**src/rtl/alu_slice_pkg.sv**
```systemverilog
package alu_slice_pkg;

  localparam int SLICE_W  = 2;
  localparam int NUM_REGS = 12;
  localparam int REG_AW   = 4;
  localparam int T_IDX    = 10;
  localparam int AC_IDX   = 11;
  localparam int FIRST_IN = 12;

  typedef enum logic [2:0] {
    GRP_ADD_REG  = 3'd0,
    GRP_ADD_MEM  = 3'd1,
    GRP_SHR      = 3'd2,
    GRP_LOAD_MAR = 3'd3,
    GRP_DEC      = 3'd4,
    GRP_AND      = 3'd5,
    GRP_OR       = 3'd6,
    GRP_XNOR     = 3'd7
  } grp_e;

  typedef enum logic [1:0] {
    A_REG  = 2'd0,
    A_MEM  = 2'd1,
    A_IN   = 2'd2,
    A_ONES = 2'd3
  } asrc_e;

  typedef enum logic {
    B_AC   = 1'b0,
    B_ONES = 1'b1
  } bsrc_e;

  typedef enum logic [1:0] {
    OP_ADD  = 2'd0,
    OP_AND  = 2'd1,
    OP_OR   = 2'd2,
    OP_XNOR = 2'd3
  } op_e;

  typedef struct packed {
    asrc_e             aSrc;
    bsrc_e             bSrc;
    op_e               aluOp;
    logic              shiftRight;
    logic              arith;
    logic [REG_AW-1:0] destIdx;
    logic              wrDest;
    logic              wrAcToo;
    logic              wrMar;
  } strobe_t;

endpackage

```
**src/rtl/slice_decode.sv**
```systemverilog
module slice_decode
  import alu_slice_pkg::*;
(
  input  logic [6:0] funcCode,
  output strobe_t    ctl
);

  grp_e              grp;
  logic [REG_AW-1:0] regField;
  logic              useIn;

  assign grp      = grp_e'(funcCode[6:4]);
  assign regField = funcCode[3:0];
  assign useIn    = (regField >= REG_AW'(FIRST_IN));

  always_comb begin
    ctl.aSrc       = useIn ? A_IN : A_REG;
    ctl.bSrc       = B_AC;
    ctl.aluOp      = OP_ADD;
    ctl.shiftRight = 1'b0;
    ctl.arith      = 1'b1;
    ctl.destIdx    = useIn ? REG_AW'(AC_IDX) : regField;
    ctl.wrDest     = 1'b1;
    ctl.wrAcToo    = 1'b0;
    ctl.wrMar      = 1'b0;
    unique case (grp)
      GRP_ADD_REG: ctl.wrAcToo = 1'b1;
      GRP_ADD_MEM: ctl.aSrc = useIn ? A_IN : A_MEM;
      GRP_SHR: begin
        ctl.aSrc       = A_REG;
        ctl.shiftRight = 1'b1;
        ctl.arith      = 1'b0;
      end
      GRP_LOAD_MAR: begin
        ctl.aSrc  = useIn ? A_IN : A_MEM;
        ctl.bSrc  = B_ONES;
        ctl.wrMar = 1'b1;
      end
      GRP_DEC: ctl.aSrc = A_ONES;
      GRP_AND: begin
        ctl.aluOp = OP_AND;
        ctl.arith = 1'b0;
      end
      GRP_OR: begin
        ctl.aluOp = OP_OR;
        ctl.arith = 1'b0;
      end
      GRP_XNOR: begin
        ctl.aSrc  = useIn ? A_IN : A_MEM;
        ctl.aluOp = OP_XNOR;
        ctl.arith = 1'b0;
      end
      default: ;
    endcase
  end

endmodule

```
**src/rtl/slice_datapath.sv**
```systemverilog
module slice_datapath
  import alu_slice_pkg::*;
#(
  parameter int W = SLICE_W
) (
  input  logic         clk,
  input  logic         rst_n,
  input  strobe_t      ctl,
  input  logic [W-1:0] mIn,
  input  logic [W-1:0] iIn,
  input  logic [W-1:0] kIn,
  input  logic         ci,
  input  logic         li,
  output logic         co,
  output logic         ro,
  output logic [W-1:0] marOut,
  output logic [W-1:0] acOut
);

  logic [W-1:0] regFile [NUM_REGS];
  logic [W-1:0] marQ;
  logic [W-1:0] rdVal;
  logic [W-1:0] acVal;
  logic [W-1:0] aOp;
  logic [W-1:0] bPre;
  logic [W-1:0] bOp;
  logic [W:0]   sum;
  logic [W-1:0] logicRes;
  logic [W-1:0] res;

  assign rdVal = regFile[ctl.destIdx];
  assign acVal = regFile[AC_IDX];

  always_comb begin
    unique case (ctl.aSrc)
      A_REG:   aOp = rdVal;
      A_MEM:   aOp = mIn;
      A_IN:    aOp = iIn;
      default: aOp = '1;
    endcase
  end

  assign bPre = (ctl.bSrc == B_AC) ? acVal : '1;
  assign bOp  = bPre & kIn;
  assign sum  = {1'b0, aOp} + {1'b0, bOp} + {{W{1'b0}}, ci};

  always_comb begin
    unique case (ctl.aluOp)
      OP_AND:  logicRes = aOp & bOp;
      OP_OR:   logicRes = aOp | bOp;
      OP_XNOR: logicRes = ~(aOp ^ bOp);
      default: logicRes = sum[W-1:0];
    endcase
  end

  always_comb begin
    if (ctl.shiftRight) begin
      res = {li, rdVal[W-1:1]};
      co  = ci;
      ro  = rdVal[0];
    end else if (ctl.arith) begin
      res = sum[W-1:0];
      co  = sum[W];
      ro  = 1'b0;
    end else begin
      res = logicRes;
      co  = ci | (|logicRes);
      ro  = 1'b0;
    end
  end

  always_ff @(posedge clk or negedge rst_n) begin
    if (!rst_n) begin
      for (int r = 0; r < NUM_REGS; r++) regFile[r] <= '0;
      marQ <= '0;
    end else begin
      if (ctl.wrDest)  regFile[ctl.destIdx] <= res;
      if (ctl.wrAcToo) regFile[AC_IDX]      <= res;
      if (ctl.wrMar)   marQ                 <= aOp | kIn;
    end
  end

  assign marOut = marQ;
  assign acOut  = acVal;

endmodule

```
**src/rtl/bit_slice_array.sv**
```systemverilog
module bit_slice_array
  import alu_slice_pkg::*;
#(
  parameter int SLICES = 4
) (
  input  logic                        clk,
  input  logic                        rst_n,
  input  logic [6:0]                  funcCode,
  input  logic [SLICES*SLICE_W-1:0]   mBus,
  input  logic [SLICES*SLICE_W-1:0]   iBus,
  input  logic [SLICES*SLICE_W-1:0]   kBus,
  input  logic                        carryIn,
  input  logic                        leftIn,
  output logic [SLICES*SLICE_W-1:0]   aBus,
  output logic [SLICES*SLICE_W-1:0]   dBus,
  output logic                        carryOut,
  output logic                        rightOut
);

  strobe_t          ctl;
  logic [SLICES:0]  carryChain;
  logic [SLICES:0]  shiftChain;

  slice_decode u_decode (
    .funcCode (funcCode),
    .ctl      (ctl)
  );

  assign carryChain[0]      = carryIn;
  assign shiftChain[SLICES] = leftIn;

  for (genvar s = 0; s < SLICES; s++) begin : g_slice
    slice_datapath #(.W(SLICE_W)) u_slice (
      .clk    (clk),
      .rst_n  (rst_n),
      .ctl    (ctl),
      .mIn    (mBus[s*SLICE_W +: SLICE_W]),
      .iIn    (iBus[s*SLICE_W +: SLICE_W]),
      .kIn    (kBus[s*SLICE_W +: SLICE_W]),
      .ci     (carryChain[s]),
      .li     (shiftChain[s+1]),
      .co     (carryChain[s+1]),
      .ro     (shiftChain[s]),
      .marOut (aBus[s*SLICE_W +: SLICE_W]),
      .acOut  (dBus[s*SLICE_W +: SLICE_W])
    );
  end

  assign carryOut = carryChain[SLICES];
  assign rightOut = shiftChain[0];

endmodule

```
**config.mk**
```make
export PLATFORM = sky130hd
export DESIGN_NAME = bit_slice_array
export DESIGN_NICKNAME = d
export VERILOG_FILES = /design/src/rtl/alu_slice_pkg.sv /design/src/rtl/slice_decode.sv /design/src/rtl/slice_datapath.sv /design/src/rtl/bit_slice_array.sv
export SDC_FILE = /design/constraint.sdc
export NUM_CORES = 1
export LEC_CHECK = 0
export ABC_AREA = 0
export BUFFER_PORTS_ARGS = -buffer_cell sky130_fd_sc_hd__buf_2
export CAP_MARGIN = 20
export CORE_MARGIN = 3
export CORE_UTILIZATION = 30
export CTS_BUF_LIST = sky130_fd_sc_hd__clkbuf_8 sky130_fd_sc_hd__clkbuf_16
export DETAILED_ROUTE_END_ITERATION = 16
export HOLD_SLACK_MARGIN = 0.12
export SYNTH_ARGS = -nofsm -noshare
export SYNTH_HDL_FRONTEND = slang
export SYNTH_HIERARCHICAL = 1
export SYNTH_SLANG_ARGS = --single-unit
```
**constraint.sdc**
```tcl
create_clock -name clk -period 22.3 [get_ports clk]
set_clock_uncertainty 0.1 [all_clocks]
set_input_delay 6.69 -clock clk [delete_from_list [all_inputs] [get_ports clk]]
set_output_delay 6.69 -clock clk [all_outputs]
set_load 0.01 [all_outputs]
```
==> results.md, run 1 <==
- Status: complete, no violations
- Fillers: 2290
- Io pins: 53
- Worst slew pin tran: 1.02 ns
- Hpwl dp: 12800 um
- VDD IR max: 34.9 uV
- Drt initial violations: 326
- Crit Path Class: primary input to output port
- Part of the cycle the worst path needs: 98.0%
- Diodes inserted: 0
- Startpoint Class: primary input
- R2R cell count: 29
- Remaining global-route overflow: 0
- Max-Cap Viols: 0
- WP depth: 33
- Yosys top cell by area: dfrtp_1
- DRT Pass-1 Iters: 4
- Vias in the first global route: 5191
- Initial antenna violation count: 1
- Die area: 25100 um^2
- Post-Syn Area: 6970 um^2
- Vias post-DR: 5164
- Leakage power: 3.49 nW
- Total GRT Usage: 14.2%
- Final Critical Period: 21.86 ns
- Area of the core: 22700 um^2
- Routed WL: 17200 um
- Worst skew pair latency: 0.36 ns
- Post-synthesis instance total: 666
- Max Slew Vio Count: 0
- Initial Util: 30.7%
- Worst path most repeated cell: fa_1
- Placed inst area: 7530 um^2
- Final setup TNS: 0 ns
- CTS max path bufs: 2
- Final Power: 0.805 mW
- Crit. End Element: output port
- Hold Fails Final Rpt: 0
- Syn Nets: 725
- Crit path DAT: 15.07 ns
- Clock slew at reported path FFs: 0.07 ns
- Required time of the critical path: 15.51 ns
- RSZ-0062 raised after global routing: no
- Max stage delay cell, worst path: mux4_2
- Clock sinks: 104
- Most common cell in the netlist: dfrtp_1
- Min Hold Slack: 0.374 ns
- Relative slew margins: 31.7%
- Area contributors post-synth: dfrtp_1, mux2_2, mux2i_1
- Post-synthesis register bit count: 104
- Netlist cell types: 71
- Share of flip-flops with an asynchronous set or reset: 100%
- HP Class: flip-flop to flip-flop
- EDFF count, synth: 0
- DR vias/cell: 5.15
- Largest net degree at the start of global routing: 58
- Top FF cell, synth: dfrtp_1
- First-pass GRT wire length: 28000 um
- Worst Setup Slack post-DPL: -0.0487 ns
- Share of the synthesized area in the top cell type: 37.4%
- Post-synth top cells: dfrtp_1, mux2_2, nor2_1, nand2_1, mux2i_1
- Final setup viols: 0
- Maximum clock frequency: 45.7 MHz
- Rows: 55
- Crit path largest cell delay: 0.49 ns
- Total CTS buffers: 9
- IO Port Bufs: 52
- DRC: 0
- Footprint of the multi-input gates: 4050 um^2
- Post-Layout Inst Area: 7880 um^2
- Mean Syn Cell Area: 10.5 um^2
- Share of layout cells above drive strength 1: 28.4%
- Max H-tree Level: 3
- FF/Latch Area: 2600 um^2
- CTS Root Cell: clkbuf_16
- WL/cell: 17.2 um
- Post-route ant nets: 0
- Total Nets Final: 772
- Worst hold path stage count: 2
- Yosys warnings: 6
- Fin worst setup slack: 0.436 ns
- CTS tree: done
- Seq/Total Area, Yosys: 37.4%
- Die Width: 158 um
- Die Y-Extent: 158 um
- Worst-path maximum fanout: 7
- Final Wtd Congestion: 0.827
- CP bufs+invs: 7
- Layout area overhead: 13.1%
- Crit-path leading delay family: adder cells
- Power density cells: 102 nW/um^2
stage by stage:
stage | util (%) | std cells
floorplan | - | 666
global placement | 33.2 | 987
detailed placement | 33.2 | 987
CTS | 34.5 | 1003
global route | 34.7 | 1003
finish | 34.7 | 1003
tightest hold or removal path, stage by stage (launching register included):
cell	delay (ns)
dfrtp_1	0.34
nand2_1	0.05
o31ai_1	0.06
final cells by class:
class	instances	share of cell area, %
Clock inverter	5	0.603
Inverter	32	1.52
Tap cell	285	4.52
Timing Repair Buffer	77	5.72
Multi-Input combinational cell	489	51.4
Clock buffer	11	3.21
Sequential cell	104	33.0
state kept, by name, summed over array words and instances (netlist names):
| name | flops |
|---|---|
| g_slice.u_slice/acOut | 8 |
| g_slice.u_slice/regFile | 88 |
| g_slice.u_slice/marOut | 8 |
timing repair:
item,CTS,global route
endpoints found under the setup margin,1,1
hold buffers,0,0
setup buffers,0,0
resized for setup,1,8
pin swaps,0,4
worst paths after layout:
path                                                startpoint                              to  slack, ns
worst max-delay path                               funcCode[3]                        carryOut       0.44
worst min-delay path            g_slice[1].u_slice/regFile[22]  g_slice[1].u_slice/regFile[22]       0.37
worst max register to register  g_slice[0].u_slice/regFile[22]  g_slice[3].u_slice/regFile[17]      13.91
worst min register to register  g_slice[1].u_slice/regFile[22]  g_slice[1].u_slice/regFile[22]       0.37
max in group asynchronous                                rst_n  g_slice[3].u_slice/regFile[23]      14.67
min in group asynchronous                                rst_n  g_slice[2].u_slice/regFile[20]       6.26
cell usage in the layout, fill, tap and decap left out, types with 15 or more instances in the layout:
| cell type | n |
|---|---|
| mux2i_1 | 36 |
| mux2_2 | 63 |
| buf_2 | 51 |
| o21ai_0 | 15 |
| nand2_1 | 53 |
| o31ai_1 | 19 |
| a21oi_1 | 16 |
| nand2b_1 | 16 |
| inv_1 | 34 |
| dfrtp_1 | 104 |
| buf_4 | 26 |
| nor2b_1 | 20 |
| nor3_1 | 17 |
| nor2_1 | 59 |
| a31oi_1 | 16 |
| ha_1 | 16 |
cells by family after synthesis:
| group | synth area share, % |
|---|---|
| fa+ha+maj | 5.17 |
| flops | 37.4 |
| simple gates | 16.5 |
| mux | 22.5 |
| compound gates | 12.8 |
| other cells | 0.0538 |
| buf+inv | 5.64 |
power breakdown:
part           switching, mW  internal [mW]
Clock                 0.0684         0.0920
Combinational          0.166          0.162
Sequential            0.0467          0.270
per-layer routing:
layer	global-route usage [%]	vias up	share of wire (%)
met4	3.77	0	1.3
met3	2.80	19	3.8
met5	0	-	0
met2	23.8	100	49
met1	18.8	2541	46
li1	-	2504	-
Power figures use the tool's default switching activity.
==> run 2: changes to the inputs <==
--- a/config.mk
+++ b/config.mk
@@ -8,11 +8,14 @@
 export ABC_AREA = 0
 export BUFFER_PORTS_ARGS = -buffer_cell sky130_fd_sc_hd__buf_2
 export CAP_MARGIN = 20
+export CELL_PAD_IN_SITES_DETAIL_PLACEMENT = 2
+export CELL_PAD_IN_SITES_GLOBAL_PLACEMENT = 2
 export CORE_MARGIN = 3
 export CORE_UTILIZATION = 30
 export CTS_BUF_LIST = sky130_fd_sc_hd__clkbuf_8 sky130_fd_sc_hd__clkbuf_16
 export DETAILED_ROUTE_END_ITERATION = 16
 export HOLD_SLACK_MARGIN = 0.12
+export PLACE_DENSITY_LB_ADDON = 0.1
 export SYNTH_ARGS = -nofsm -noshare
 export SYNTH_HDL_FRONTEND = slang
 export SYNTH_HIERARCHICAL = 1
==> results.md, run 2 (synthesis results as in run 1) <==
- Status: complete, no violations
- R2R setup slack: 13.81 ns
- Clock sinks: 104
- HP Class: flip-flop to flip-flop
- Routed WL: 21500 um
- Vias post-DR: 5328
- Final setup TNS: 0 ns
- Max Slew Vio Count: 0
- Required time of the critical path: 15.51 ns
- DR vias/cell: 5.27
- Cts hold-fix bufs: 0
- Remaining global-route overflow: 0
- Max FFs per register: 88
- Worst skew pair latency: 0.36 ns
- CTS Root Cell: clkbuf_16
- Hpwl dp: 16100 um
- Part of the cycle the worst path needs: 98.2%
- R2R cell count: 29
- Commonest non-fill, non-tap cells in the layout: dfrtp_1, mux2_2, nor2_1
- Share of layout cells above drive strength 1: 29.7%
- Commonest non-fill, non-tap cell in the layout: dfrtp_1
- Initial antenna violation count: 0
- First-pass GRT wire length: 34300 um
- Final Power: 0.829 mW
- Total Nets Final: 779
- Max stage delay cell, worst path: mux4_2
- Relative slew margins: 33.2%
- Maximum clock frequency: 45.7 MHz
- Crit path largest cell delay: 0.51 ns
- Power density cells: 104 nW/um^2
- DP Cell Count: 989
- Clock slew at reported path FFs: 0.08 ns
- Die Width: 158 um
- Drt initial violations: 217
- Final Wtd Congestion: 0.779
- Hold Fails Final Rpt: 0
- DRT Pass-1 Iters: 4
- CTS max path bufs: 2
- Worst slew pin tran: 0.995 ns
- Placed inst area: 7540 um^2
- Crit. End Element: output port
- Startpoint Class: primary input
- Max-Cap Viols: 0
- Core Util, Final: 35.0%
- Crit path DAT: 15.11 ns
- CTS tree: done
- IO Port Bufs: 52
- WL/cell: 21.3 um
- Largest net degree at the start of global routing: 57
- Layout area overhead: 14.0%
- Max H-tree Level: 3
- Total CTS buffers: 9
- Die Y-Extent: 158 um
- Rows: 55
- Final setup viols: 0
- Worst-path maximum fanout: 6
- Non-Filler Instances: 1011
- Fillers: 2471
- Post-route ant nets: 0
- Io pins: 53
- Reg with most FFs: g_slice.u_slice/regFile
- Final Critical Period: 21.90 ns
- Die area: 25100 um^2
- Total GRT Usage: 17.8%
- Area of the core: 22700 um^2
- VDD IR max: 38.8 uV
- Vias in the first global route: 5866
- Crit Path Class: primary input to output port
- Initial Util: 30.7%
- Leakage power: 3.51 nW
- Post-Layout Inst Area: 7940 um^2
- DRC: 0
- Worst hold path stage count: 2
- Worst path most repeated cell: fa_1
[run 2: layer usage]
layer	up-vias	part of all wire (%)	track usage, %
li1	2512	-	-
met1	2754	47	24.1
met2	54	50	30.4
met3	8	2.2	2.64
met4	0	0.54	3.65
met5	-	0	0
[run 2: final timing paths]
kind	from	endpoint
worst max-delay path	funcCode[3]	carryOut
worst min-delay path	g_slice[1].u_slice/regFile[16]	g_slice[1].u_slice/regFile[16]
worst max register to register	g_slice[0].u_slice/regFile[20]	g_slice[3].u_slice/regFile[3]
worst min register to register	g_slice[1].u_slice/regFile[16]	g_slice[1].u_slice/regFile[16]
max in group asynchronous	rst_n	g_slice[2].u_slice/regFile[18]
min in group asynchronous	rst_n	g_slice[3].u_slice/regFile[19]
[run 2: timing repair]
item | CTS | global route
setup buffers | 0 | 4
endpoints found under the setup margin | 1 | 1
pin swaps | 0 | 8
gates resized for setup | 2 | 13
[run 2: metrics by stage]
| stage | setup slack, ns | hold slack, ns |
|---|---|---|
| finish | 0.395 | 0.388 |
| global route | -0.0515 | 0.415 |
| CTS | 0.00747 | 0.394 |
| detailed placement | -0.189 | 0.379 |
| global placement | 0.170 | 0.351 |
| floorplan | 0.389 | 0.340 |
[run 2: report_power, final]
part           leakage [nW]  switching [mW]  total (mW)  internal (mW)
combinational          2.10           0.184       0.352          0.168
clock                 0.145          0.0780       0.158         0.0796
sequential             1.27          0.0492       0.319          0.269
total                  3.51           0.311       0.829          0.517
[run 2: area by class of cell]
type,count,area (um^2),area share [%]
Inverter,32,120,1.51
Multi-Input combinational cell,489,4070,51.3
Clock inverter,6,43.8,0.551
Sequential cell,104,2600,32.8
Antenna cell,1,2.50,0.0315
Tap cell,285,357,4.49
Timing Repair Buffer,84,508,6.39
Clock buffer,10,239,3.01
[run 2: critical path, delay by kind of cell]
family | cells | cell delay (ns)
buffers and inverters | 7 | 0.83
muxes | 4 | 1.75
and+or+nand+nor | 4 | 0.55
AOI/OAI and AO/OA | 9 | 1.90
adders and majority gates | 8 | 3.38
==> run 3: changes to the inputs <==
--- a/config.mk
+++ b/config.mk
@@ -10,6 +10,7 @@
 export CAP_MARGIN = 20
 export CELL_PAD_IN_SITES_DETAIL_PLACEMENT = 2
 export CELL_PAD_IN_SITES_GLOBAL_PLACEMENT = 2
+export CORE_ASPECT_RATIO = 1.5
 export CORE_MARGIN = 3
 export CORE_UTILIZATION = 30
 export CTS_BUF_LIST = sky130_fd_sc_hd__clkbuf_8 sky130_fd_sc_hd__clkbuf_16
==> results.md, run 3 (synthesis results as in run 1) <==
- Layout area overhead: 14.2%
- Worst-path maximum fanout: 3
- Io pins: 53
- Final setup TNS: 0 ns
- DR vias/cell: 5.39
- Cts hold-fix bufs: 0
- Placed inst area: 7520 um^2
- Relative slew margins: 30.6%
- Footprint of the multi-input gates: 4060 um^2
- CTS tree: done
- Drt initial violations: 155
- Fin worst setup slack: 0.458 ns
- Max FFs per register: 88
- VDD IR max: 41.4 uV
- Initial antenna violation count: 0
- Max Slew Vio Count: 0
- Crit. End Element: output port
- Core Util, Final: 35.3%
- Total Nets Final: 773
- Worst Setup Slack post-DPL: -0.0871 ns
- HP Class: flip-flop to flip-flop
- Max-Cap Viols: 0
- Total CTS buffers: 9
- Area of the core: 22600 um^2
- Clock sinks: 104
- Max stage delay cell, worst path: mux4_2
- Hpwl dp: 16400 um
- Max H-tree Level: 3
- Clock slew at reported path FFs: 0.08 ns
- CTS Root Cell: clkbuf_16
- Post-Layout Inst Area: 7960 um^2
- Routed WL: 22100 um
- Final setup viols: 0
- Die Width: 130 um
- Fillers: 2417
- DP Cell Count: 976
- Final Wtd Congestion: 0.755
- Vias in the first global route: 6206
- Required time of the critical path: 15.51 ns
- Commonest non-fill, non-tap cell in the layout: dfrtp_1
- Die Y-Extent: 193 um
- FF/Latch Area: 2600 um^2
- Initial Util: 30.9%
- Largest net degree at the start of global routing: 77
- Final Critical Period: 21.84 ns
- Leakage power: 3.51 nW
- Part of the cycle the worst path needs: 97.9%
- Worst path most repeated cell: fa_1
- Die area: 25100 um^2
- RSZ-0062 raised after global routing: no
- Crit Path Class: primary input to output port
- CTS max path bufs: 2
- IO Port Bufs: 52
- Remaining global-route overflow: 0
- Hold Fails Final Rpt: 0
- Power density cells: 107 nW/um^2
- Vias post-DR: 5366
- Reg with most FFs: g_slice.u_slice/regFile
- Diodes inserted: 0
- Maximum clock frequency: 45.8 MHz
- Total GRT Usage: 18.4%
- WL/cell: 22.2 um
- Post-route ant nets: 0
- Status: complete, no violations
- Non-Filler Instances: 995
- Share of layout cells above drive strength 1: 29.1%
- DRC: 0
- Worst slew pin tran: 1.03 ns
- First-pass GRT wire length: 35300 um
- Startpoint Class: primary input
- Crit path DAT: 15.05 ns
- Rows: 67
- Commonest non-fill, non-tap cells in the layout: dfrtp_1, mux2_2, nor2_1
- DRT Pass-1 Iters: 4
- Crit path largest cell delay: 0.51 ns
- Worst skew pair latency: 0.37 ns
## run 3: cell types whose count changed in the layout (fill, tap and decap cells not counted), moves of 2 or more
| cell | delta |
|---|---|
| fa_1 | +3 |
| fa_2 | -3 |
| clkinv_4 | -2 |
| buf_4 | -6 |
| clkinvlp_4 | +2 |
| bufinv_16 | +3 |
## run 3: timing repair
| action | CTS | global route |
|---|---|---|
| pin swaps | 0 | 4 |
| endpoints found under the setup margin | 1 | 1 |
| gates resized for setup | 2 | 7 |
| buffers inserted | 0 | 2 |
## run 3: area by class of cell
type | instances | share of cell area, %
clock buffer | 9 | 2.83
clock inverter | 7 | 1.49
inverter | 32 | 1.51
multi-input combinational | 489 | 51.1
sequential | 104 | 32.7
tap | 276 | 4.34
timing repair buffer | 78 | 6.06
## run 3: through the flow
stage               power, mW  hold WS, ns
finish                  0.851        0.382
global route            0.918        0.404
CTS                     0.864        0.386
detailed placement      0.669        0.368
global placement        0.646        0.356
floorplan               0.560        0.340
## run 3: worst max-delay path, delay by kind of cell
family	cells	cell delay, ns
AND/OR/NAND/NOR	5	0.55
buffers and inverters	6	0.68
AO/OA/AOI/OAI	9	1.84
multiplexers	4	1.83
adder cells (fa/ha/maj)	8	3.46
## run 3: path summary, 6_finish.rpt
path                                                      from                        endpoint  slack [ns]  cells after the start
worst max-delay path                               funcCode[3]                        carryOut        0.46                     32
worst min-delay path            g_slice[2].u_slice/regFile[22]  g_slice[2].u_slice/regFile[22]        0.38                      2
worst max register to register  g_slice[0].u_slice/regFile[22]  g_slice[3].u_slice/regFile[23]       13.80                     29
worst min register to register  g_slice[2].u_slice/regFile[22]  g_slice[2].u_slice/regFile[22]        0.38                      2
max in group asynchronous                                rst_n   g_slice[0].u_slice/regFile[8]       15.00                      3
min in group asynchronous                                rst_n   g_slice[3].u_slice/regFile[9]        6.14                      1
## run 3: per-layer routing
metal / GRT usage [%] / up-vias / share of wire (%)
met3: 2.82 / 13 / 1.8
li1: - / 2493 / -
met5: 0 / - / 0
met1: 21.3 / 2809 / 42
met4: 4.67 / 0 / 1.3
met2: 34.9 / 51 / 55
## run 3: report_power, final
| part | switching (mW) | internal, mW | leakage (nW) |
|---|---|---|---|
| Combinational | 0.181 | 0.163 | 2.08 |
| Clock | 0.0780 | 0.110 | 0.162 |
| Sequential | 0.0500 | 0.269 | 1.27 |
| Total | 0.309 | 0.542 | 3.51 |
